==> config.mk <==
export PLATFORM = sky130hd
export DESIGN_NAME = rvd_decoder
export DESIGN_NICKNAME = d
export VERILOG_FILES = /design/src/rtl/rvd_pkg.sv /design/src/rtl/rvd_imm_build.sv /design/src/rtl/rvd_field_decode.sv /design/src/rtl/rvd_decoder.sv
export SDC_FILE = /design/constraint.sdc
export NUM_CORES = 1
export LEC_CHECK = 0
export BUFFER_PORTS_ARGS = -buffer_cell sky130_fd_sc_hd__buf_4
export CORE_ASPECT_RATIO = 0.9
export CORE_MARGIN = 4
export CORE_UTILIZATION = 47
export CTS_BUF_LIST = sky130_fd_sc_hd__clkbuf_4
export CTS_CLUSTER_DIAMETER = 30
export CTS_CLUSTER_SIZE = 20
export DETAILED_ROUTE_END_ITERATION = 10
export PLACE_DENSITY = 0.9
export SLEW_MARGIN = 20
export SYNTH_ARGS = -nofsm -noshare
export SYNTH_HDL_FRONTEND = slang
export SYNTH_SLANG_ARGS = --single-unit
==> constraint.sdc <==
create_clock -name clk_i -period 1.1 [get_ports clk_i]
set_input_delay 0.165 -clock clk_i [delete_from_list [all_inputs] [get_ports clk_i]]
set_output_delay 0.165 -clock clk_i [all_outputs]
set_load 0.005 [all_outputs]
==> src/rtl/rvd_pkg.sv <==
package rvd_pkg;

    localparam int XLEN = 64;
    localparam int ILEN = 32;
    localparam int SUBW = 6;
    localparam int RIDX = 5;
    localparam int CLSW = 4;

    localparam logic [6:0] OPC_LUI    = 7'b0110111;
    localparam logic [6:0] OPC_AUIPC  = 7'b0010111;
    localparam logic [6:0] OPC_JAL    = 7'b1101111;
    localparam logic [6:0] OPC_JALR   = 7'b1100111;
    localparam logic [6:0] OPC_BRANCH = 7'b1100011;
    localparam logic [6:0] OPC_LOAD   = 7'b0000011;
    localparam logic [6:0] OPC_STORE  = 7'b0100011;
    localparam logic [6:0] OPC_ALUI   = 7'b0010011;
    localparam logic [6:0] OPC_ALUIW  = 7'b0011011;
    localparam logic [6:0] OPC_ALUR   = 7'b0110011;
    localparam logic [6:0] OPC_ALURW  = 7'b0111011;
    localparam logic [6:0] OPC_ORDER  = 7'b0001111;
    localparam logic [6:0] OPC_SYS    = 7'b1110011;
    localparam logic [6:0] OPC_ATOM   = 7'b0101111;

    typedef enum logic [CLSW-1:0] {
        CL_LUI   = 4'd0,
        CL_AUIPC = 4'd1,
        CL_JAL   = 4'd2,
        CL_JALR  = 4'd3,
        CL_BR    = 4'd4,
        CL_LD    = 4'd5,
        CL_ST    = 4'd6,
        CL_ALUI  = 4'd7,
        CL_ALUIW = 4'd8,
        CL_ALUR  = 4'd9,
        CL_ALURW = 4'd10,
        CL_ORDER = 4'd11,
        CL_SYS   = 4'd12,
        CL_ATOM  = 4'd13
    } cls_e;

    typedef enum logic [2:0] {
        FMT_Z = 3'd0,
        FMT_I = 3'd1,
        FMT_S = 3'd2,
        FMT_B = 3'd3,
        FMT_U = 3'd4,
        FMT_J = 3'd5
    } fmt_e;

    typedef struct packed {
        logic            vld;
        logic            legal;
        cls_e            cls;
        logic [SUBW-1:0] sub;
        logic [RIDX-1:0] rd;
        logic [RIDX-1:0] rs1;
        logic [RIDX-1:0] rs2;
        logic [XLEN-1:0] imm;
        logic            aq;
        logic            rl;
    } dec_s;

endpackage

==> src/rtl/rvd_imm_build.sv <==
module rvd_imm_build
    import rvd_pkg::*;
#(
    parameter int XW = XLEN
) (
    input  logic [ILEN-1:7] word_i,
    input  fmt_e            fmt_i,
    output logic [XW-1:0]   imm_o
);

    localparam int EXT_I = XW - 12;
    localparam int EXT_B = XW - 13;
    localparam int EXT_U = XW - 32;
    localparam int EXT_J = XW - 21;

    logic sgn;
    assign sgn = word_i[31];

    always_comb begin
        imm_o = '0;
        case (fmt_i)
            FMT_I: imm_o = {{EXT_I{sgn}}, word_i[31:20]};
            FMT_S: imm_o = {{EXT_I{sgn}}, word_i[31:25], word_i[11:7]};
            FMT_B: imm_o = {{EXT_B{sgn}}, word_i[31], word_i[7], word_i[30:25],
                            word_i[11:8], 1'b0};
            FMT_U: imm_o = {{EXT_U{sgn}}, word_i[31:12], 12'b0};
            FMT_J: imm_o = {{EXT_J{sgn}}, word_i[31], word_i[19:12], word_i[20],
                            word_i[30:21], 1'b0};
            default: imm_o = '0;
        endcase
    end

endmodule

==> src/rtl/rvd_field_decode.sv <==
module rvd_field_decode
    import rvd_pkg::*;
(
    input  logic [ILEN-1:0] word_i,
    output logic            legal_o,
    output cls_e            cls_o,
    output logic [SUBW-1:0] sub_o,
    output fmt_e            fmt_o,
    output logic            aq_o,
    output logic            rl_o
);

    logic [6:0] opc;
    logic [2:0] f3;
    logic [6:0] f7;
    logic [4:0] f5;
    logic       amo_op_ok;

    assign opc = word_i[6:0];
    assign f3  = word_i[14:12];
    assign f7  = word_i[31:25];
    assign f5  = word_i[31:27];

    always_comb begin
        case (f5)
            5'b00000, 5'b00001, 5'b00010, 5'b00011, 5'b00100, 5'b01000,
            5'b01100, 5'b10000, 5'b10100, 5'b11000, 5'b11100: amo_op_ok = 1'b1;
            default: amo_op_ok = 1'b0;
        endcase
    end

    always_comb begin
        legal_o = 1'b0;
        cls_o   = CL_LUI;
        sub_o   = '0;
        fmt_o   = FMT_Z;
        aq_o    = 1'b0;
        rl_o    = 1'b0;
        case (opc)
            OPC_LUI: begin
                legal_o = 1'b1;
                cls_o   = CL_LUI;
                fmt_o   = FMT_U;
            end
            OPC_AUIPC: begin
                legal_o = 1'b1;
                cls_o   = CL_AUIPC;
                fmt_o   = FMT_U;
            end
            OPC_JAL: begin
                legal_o = 1'b1;
                cls_o   = CL_JAL;
                fmt_o   = FMT_J;
            end
            OPC_JALR: begin
                legal_o = (f3 == 3'b000);
                cls_o   = CL_JALR;
                fmt_o   = FMT_I;
            end
            OPC_BRANCH: begin
                legal_o = (f3[2:1] != 2'b01);
                cls_o   = CL_BR;
                sub_o   = {3'b000, f3};
                fmt_o   = FMT_B;
            end
            OPC_LOAD: begin
                legal_o = (f3 != 3'b111);
                cls_o   = CL_LD;
                sub_o   = {3'b000, f3};
                fmt_o   = FMT_I;
            end
            OPC_STORE: begin
                legal_o = ~f3[2];
                cls_o   = CL_ST;
                sub_o   = {3'b000, f3};
                fmt_o   = FMT_S;
            end
            OPC_ALUI: begin
                cls_o = CL_ALUI;
                fmt_o = FMT_I;
                sub_o = {3'b000, f3};
                if (f3 == 3'b001) begin
                    legal_o = (word_i[31:26] == 6'b000000);
                end else if (f3 == 3'b101) begin
                    legal_o = (word_i[31:26] == 6'b000000) || (word_i[31:26] == 6'b010000);
                    sub_o   = {2'b00, word_i[30], f3};
                end else begin
                    legal_o = 1'b1;
                end
            end
            OPC_ALUIW: begin
                cls_o = CL_ALUIW;
                fmt_o = FMT_I;
                sub_o = {3'b000, f3};
                case (f3)
                    3'b000: legal_o = 1'b1;
                    3'b001: legal_o = (f7 == 7'b0000000);
                    3'b101: begin
                        legal_o = (f7 == 7'b0000000) || (f7 == 7'b0100000);
                        sub_o   = {2'b00, word_i[30], f3};
                    end
                    default: legal_o = 1'b0;
                endcase
            end
            OPC_ALUR, OPC_ALURW: begin
                cls_o = (opc == OPC_ALUR) ? CL_ALUR : CL_ALURW;
                fmt_o = FMT_Z;
                sub_o = {2'b00, word_i[30], f3};
                if (f7 == 7'b0000000) begin
                    legal_o = 1'b1;
                end else if (f7 == 7'b0100000) begin
                    legal_o = (f3 == 3'b000) || (f3 == 3'b101);
                end else begin
                    legal_o = 1'b0;
                end
                if (opc == OPC_ALURW && !(f3 == 3'b000 || f3 == 3'b001 || f3 == 3'b101)) begin
                    legal_o = 1'b0;
                end
            end
            OPC_ORDER: begin
                cls_o = CL_ORDER;
                fmt_o = FMT_I;
                if (f3 == 3'b000) begin
                    sub_o   = 6'd0;
                    legal_o = (word_i[31:28] == 4'b0) && (word_i[19:15] == 5'b0) &&
                              (word_i[11:7] == 5'b0);
                end else if (f3 == 3'b001) begin
                    sub_o   = 6'd1;
                    legal_o = (word_i[31:15] == 17'b0) && (word_i[11:7] == 5'b0);
                end else begin
                    legal_o = 1'b0;
                end
            end
            OPC_SYS: begin
                cls_o = CL_SYS;
                fmt_o = FMT_I;
                if (word_i[31:7] == 25'h0000000) begin
                    legal_o = 1'b1;
                    sub_o   = 6'd0;
                end else if (word_i[31:7] == 25'h0002000) begin
                    legal_o = 1'b1;
                    sub_o   = 6'd1;
                end else begin
                    legal_o = 1'b0;
                end
            end
            OPC_ATOM: begin
                cls_o   = CL_ATOM;
                fmt_o   = FMT_Z;
                sub_o   = {word_i[12], f5};
                aq_o    = word_i[26];
                rl_o    = word_i[25];
                legal_o = amo_op_ok && (f3[2:1] == 2'b01) &&
                          !((f5 == 5'b00010) && (word_i[24:20] != 5'b0));
            end
            default: legal_o = 1'b0;
        endcase
    end

endmodule

==> src/rtl/rvd_decoder.sv <==
module rvd_decoder
    import rvd_pkg::*;
(
    input  logic            clk_i,
    input  logic            rst_ni,
    input  logic            in_vld_i,
    input  logic [31:0]     in_word_i,
    output logic            out_vld_o,
    output logic            out_legal_o,
    output logic [3:0]      out_cls_o,
    output logic [5:0]      out_sub_o,
    output logic [4:0]      out_rd_o,
    output logic [4:0]      out_rs1_o,
    output logic [4:0]      out_rs2_o,
    output logic [63:0]     out_imm_o,
    output logic            out_aq_o,
    output logic            out_rl_o
);

    logic            legal;
    cls_e            cls;
    logic [SUBW-1:0] sub;
    fmt_e            fmt;
    logic            aq;
    logic            rl;
    logic [XLEN-1:0] imm;

    dec_s rec_d, rec_q;

    rvd_field_decode u_field (
        .word_i  (in_word_i),
        .legal_o (legal),
        .cls_o   (cls),
        .sub_o   (sub),
        .fmt_o   (fmt),
        .aq_o    (aq),
        .rl_o    (rl)
    );

    rvd_imm_build #(.XW(XLEN)) u_imm (
        .word_i (in_word_i[ILEN-1:7]),
        .fmt_i  (fmt),
        .imm_o  (imm)
    );

    always_comb begin
        rec_d     = rec_q;
        rec_d.vld = in_vld_i;
        if (in_vld_i) begin
            rec_d.legal = legal;
            rec_d.cls   = cls;
            rec_d.sub   = sub;
            rec_d.rd    = in_word_i[11:7];
            rec_d.rs1   = in_word_i[19:15];
            rec_d.rs2   = in_word_i[24:20];
            rec_d.imm   = imm;
            rec_d.aq    = aq;
            rec_d.rl    = rl;
        end
    end

    always_ff @(posedge clk_i or negedge rst_ni) begin
        if (!rst_ni) begin
            rec_q <= '0;
        end else begin
            rec_q <= rec_d;
        end
    end

    assign out_vld_o   = rec_q.vld;
    assign out_legal_o = rec_q.legal;
    assign out_cls_o   = rec_q.cls;
    assign out_sub_o   = rec_q.sub;
    assign out_rd_o    = rec_q.rd;
    assign out_rs1_o   = rec_q.rs1;
    assign out_rs2_o   = rec_q.rs2;
    assign out_imm_o   = rec_q.imm;
    assign out_aq_o    = rec_q.aq;
    assign out_rl_o    = rec_q.rl;

endmodule

* Yosys cells after proc, flatten, opt, wreduce, memory -nomap -nowiden
Memory sizes are Yosys's and may differ from the RTL's. Index checks and enable logic that the tools add are counted.
Operators by class: equality and inequality tests 28, multiplexer cells 24, bitwise operators 1, reductions and logical operators 28
Operator list (count):
- one-hot mux 64 bit (5 select lines) | 1
- one-hot mux 4 bit (12 select lines) | 1
- equality test 7 x 6 -> 1 bit (second input constant) | 6
- one-hot mux 6 bit (7 select lines) | 1
- equality test 7 bit (second input constant) | 4
- equality test 25 x 14 -> 1 bit (second input constant) | 1
- zero test 25 bit | 1
- equality test 7 x 5 -> 1 bit (second input constant) | 3
- two-way mux 6 bit | 3
- zero test 17 bit | 1
- one-hot mux 3 bit (5 select lines) | 1
- two-way mux 1 bit | 13
- one-hot mux 1 bit (11 select lines) | 1
- zero test 5 bit | 2
- equality test 3 bit (second input constant) | 3
- equality test 7 x 2 -> 1 bit (second input constant) | 1
- equality test 7 x 4 -> 1 bit (second input constant) | 1
- logical AND 1 bit | 7
- zero test 7 bit | 1
- equality test 3 x 1 -> 1 bit (second input constant) | 2
- equality test 3 x 2 -> 1 bit (second input constant) | 2
- equality test 6 x 5 -> 1 bit (second input constant) | 1
- zero test 6 bit | 1
- OR reduction 3 bit | 2
- 15 further kinds | 21
Word-level totals: flip-flop bits (word level) 93, bits in read-only memories 32, bits of input ports 35, output and inout bits 93, word-level logic and storage cells 92, memories 1
Memory list:
- (name not given) | depth 32, bits a word 1, read ports 1, clocked after Yosys merged registers in 0, wr ports 0, RTL line rvd_field_decode.sv:25 | case (f5)

* Logic depth before layout (Yosys ltp)
depth in word-level cells 7, depth in mapped cells 7, gate-level depth less buffers 5

* By module
A second synthesis with hierarchy kept.
Second synthesis, totals: cell total of the unflattened synthesis 416, area total of the unflattened synthesis 5190.0 um^2
Modules (own cells, without submodules):
- rvd_decoder | times used 1, cells each 195, area each 3839.9 um^2
- rvd_field_decode | times used 1, cells each 123, area each 719.4 um^2
- rvd_imm_build | times used 1, cells each 98, area each 630.6 um^2

* Worst setup path after synthesis
Ideal clock, no wire load.
path type input -> register, from in in_word_i[4], to reg rec_q (netlist bit out_imm_o[11]), setup time 0.141 ns, arrival time 1.308 ns, required time 0.959 ns, path slack -0.349 ns, stages 6, path through buf_4 > o311a_2 > o21ai_4 > and2_1 > buf_4 > a211oi_1
Between the ends: longest elaborated chain between the ends 5, elaborated cells between the ends (all ways) 20, classes of those cells eq/ne (16); mux (2); reduce/logical (2)
RTL lines:
- from (decl) | RTL line rvd_decoder.sv:7 | input logic [31:0] in_word_i,
- equality test 7 bit (tied with other cells) | RTL line rvd_field_decode.sv:39 | case (opc)
- OR reduction 6 bit (no source line) / OR reduction 2 bit (equally long branches)
- one-hot mux 3 bit (5 select lines) (*) | RTL line rvd_field_decode.sv:39
- equality test 3 bit (tied with other cells) | RTL line rvd_imm_build.sv:21 | case (fmt_i)
- one-hot mux 64 bit (5 select lines) (*) | RTL line rvd_imm_build.sv:21
- to (signal assigned) | RTL line rvd_decoder.sv:66 | rec_q <= rec_d;
- to (decl) | RTL line rvd_decoder.sv:28 | dec_s rec_d, rec_q;
Mark *: on every way between the ends. The rest lies on a longest branch, timed or not. A chain may end at the register's enable or synchronous reset.

* Worst setup path after layout
from reg rec_q (netlist bit out_imm_o[62]), to out out_imm_o[62]
RTL lines:
- to (decl) | RTL line rvd_decoder.sv:15 | output logic [63:0] out_imm_o,
No word-level cell between the ends.

==> out/results.tsv <==
metric	value	unit
path_class	reg -> out	
clock_tree.root_cell	clkbuf_4	
placeableCoreArea	7221	um2
cp.required	0.94	ns
synth_ff_type	dfrtp_1	
chipWidth	99.85	um
seqPwrFrac	0.410	
seq_area	1530	um2
seq_area_frac_synth	0.4278	
gp_congestion	0.9352	
hpwl	9457	um
synth_seq_cells	61	
layoutNonFillerInstCount	685	
worstSetupStartpointType	register	
first_pass_iters	9	
drcViolationCount	0	
io-pin-count	128	
busiest_layer	met2	
grtUsageMet3	0.09575	
fin_total_pwr	6.132	mW
synth.cell_area	3568	um2
cts.reportedPaths.clkPinSlew	0.11	ns
cp_max_fo	17	
yosysTopAreaCellShare	0.4278	
portBuffers	127	
final_nets	622	
hp-class	in -> reg	
min_period	1.399	ns
finalSetupViolations	112	
arrival	1.23	ns
whs_path_depth	2	
antenna_found_initial	0	
grt_use_met1	0.3792	
relSlewSlack	0.7662	
endpoint_kind	output port	
htree_num_levels	3	
clock_skew	0	ns
p_int	4.258	mW
wl	15860	um
initial_utilization	0.4942	
power_switching	1.874	mW
netlist_instances	376	
timing.final.crit_share	1.271	
antennaDiodeCount	0	
tritoncts	built	
ant_nets	0	
min_to	out_vld_o	
fmax	0.7150	GHz
synthDistinctLibCells	62	
gr-total-overflow	0	
gr-usage-all-layers	0.3031	
r2r-end	out_imm_o[18]	
viasPerCell	6.171	
multi_input_area	1888	um2
via_count	4227	
first_global_vias	4186	
drtIter0Drc	578	
syn-num-nets	411	
r2r.worst_path.cells	4	
swShare	0.3056	
rsz0062_at_grt	yes	
r2r_start	out_imm_o[18]	
synth_enable_flop_cells	0	
wl_per_cell	23.16	um
hold_violations	0	
layout_setup_ws	-0.2985	ns
grt_max_degree	34	
globalRouteMet2Util	0.4889	
synthArstFlopShare	1.000	
synth_area_leaders	dfrtp_1 43%, buf_4 7.8%, mux2_2 4.7%	
areaGrowthSynthToFinish	70.41	%
yosysTopAreaCell	dfrtp_1	
violations	setup timing	
p_per_area	1008	nW/um2
drive_gt1_frac	0.5811	
drv_cap	0	
dieArea	9052	um2
dpl.cell_count	628	
ir_drop	0.9818	mV
syn-mean-instance-area	9.490	um2
min_from	in_vld_i	
worst_slew_pin_slew	0.3507	ns
p_leak	2.842	nW
tns	-12.52	ns
status	finished, violations left	
p_comb_frac	0.288	
rrSetupSlack	0.06	ns
fp.dieH	90.66	um
clock_latency	0.42	ns
grt_pass1_wl	21750	um
fillers	372	
clock-sinks	61	
clockBufferDepth	2	
row_count	29	
p_clk_frac	0.302	
cts_buffers	9	
yosysWarnings	0	
slew_violations	0	
## worst max-delay path by stage
stage,start,end,cells after the start
floorplan,in_word_i[4],out_imm_o[22],6
global placement,in_word_i[2],out_legal_o,6
detailed placement,in_word_i[2],out_legal_o,5
CTS,out_imm_o[62],out_imm_o[62],2
global route,out_imm_o[62],out_imm_o[41],2
finish,out_imm_o[62],out_imm_o[62],2
## sequential cells by signal, summed over array words and instances (netlist names)
name	flops
out_imm_o	32
out_sub_o	6
out_cls_o	4
out_legal_o	1
out_rs2_o	5
out_rl_o	1
out_rs1_o	5
out_aq_o	1
out_vld_o	1
out_rd_o	5
## per-layer routing
| layer | routed length [um] | share of wire |
|---|---|---|
| met5 | 0 | 0 |
| met4 | 903 | 0.057 |
| met3 | 1569 | 0.099 |
| met2 | 7684 | 0.48 |
| met1 | 5705 | 0.36 |
## logic make-up after synthesis
kind of cell | after synthesis | synth area share
AND/OR/NAND/NOR | 124 | 0.1725
AO/OA/AOI/OAI | 103 | 0.2276
flip-flops | 61 | 0.4278
XOR/XNOR | 2 | 0.004910
adder cells (fa/ha/maj) | 1 | 0.002805
multiplexers | 15 | 0.04733
buffers and inverters | 70 | 0.1171
## final cells by class
class | count | share of cell area
Clock buffer | 9 | 0.01111
Clock inverter | 7 | 0.01481
Inverter | 12 | 0.008025
Multi-Input combinational cell | 245 | 0.3105
Sequential cell | 61 | 0.2516
Tap cell | 93 | 0.01914
Timing Repair Buffer | 258 | 0.3848
## power groups by stage
stage	sequential [mW]	clock, mW	combinational (mW)
after floorplan	2.52	0	0.572
final	2.52	1.85	1.76
after detailed placement	2.52	0	1.38
after CTS	2.50	1.79	1.56
after global placement	2.52	0	1.34
after global routing	2.53	1.95	1.86
## synthesized netlist by cell type (all sizes together), types with 2 or more instances
| library cell | instances |
|---|---|
| nor2 | 37 |
| a21o | 2 |
| o2bb2ai | 14 |
| o21a | 3 |
| and3b | 3 |
| o21ai | 10 |
| nand2 | 36 |
| a211oi | 12 |
| and2 | 5 |
| nor4 | 9 |
| o31ai | 2 |
| nand2b | 3 |
| o22ai | 3 |
| buf | 45 |
| a2111oi | 2 |
| mux2 | 15 |
| nor3b | 2 |
| o211ai | 3 |
| o2111ai | 2 |
| inv | 12 |
| dfrtp | 61 |
| a31oi | 2 |
| a21oi | 24 |
| a32oi | 7 |
| nand3 | 5 |
| a41oi | 2 |
| clkbuf | 13 |
| a221oi | 3 |
| a22oi | 4 |
| nor3 | 7 |
| and3 | 3 |
| nor2b | 4 |
## layout by cell type (no fill, tap or decap), drive strengths merged, types with 2 or more instances in the layout
master	instances
clkinvlp	2
buf	255
o31ai	2
a21o	2
a41oi	2
nor3	7
bufinv	2
a211oi	12
o22ai	3
and2	5
a21oi	24
clkbuf	10
clkinv	4
o211ai	3
nor4	9
a2111oi	2
and3	3
nand3	5
mux2	15
inv	11
a221oi	3
o21a	3
o21ai	10
dlygate4sd3	2
nor2b	4
o2bb2ai	14
nand2	36
and3b	3
a32oi	7
nand2b	3
dfrtp	61
a31oi	2
o2111ai	2
nor3b	2
nor2	37
a22oi	4
## metrics by stage
step | area, um2 | worst slack, ns | hold WS (ns) | utilization
CTS | 5749 | -0.2673 | 0.01604 | 0.7962
global placement | 5109 | -0.5936 | 0.05930 | 0.7075
global route | 6081 | -0.3246 | 0.05117 | 0.8421
floorplan | 3705 | -0.2874 | -0.1306 | -
finish | 6081 | -0.2985 | 0.04869 | 0.8421
detailed placement | 5109 | -0.5917 | 0.06397 | 0.7075
## critical path, cell delays in order (launching register included)
cell and delay (ns):
dfrtp_4 0.50, buf_6 0.16, buf_4 0.14
## what timing repair did
| action | CTS | global route |
|---|---|---|
| resized for setup | 80 | 38 |
| endpoints found under the hold margin | 61 | 1 |
| hold buffers | 1 | 1 |
| endpoints found under the setup margin | 115 | 118 |
| cloned | 0 | 1 |
| buffers inserted | 24 | 17 |
| pin swaps | 10 | 14 |
No activity file was read; power rests on OpenSTA's default activity.
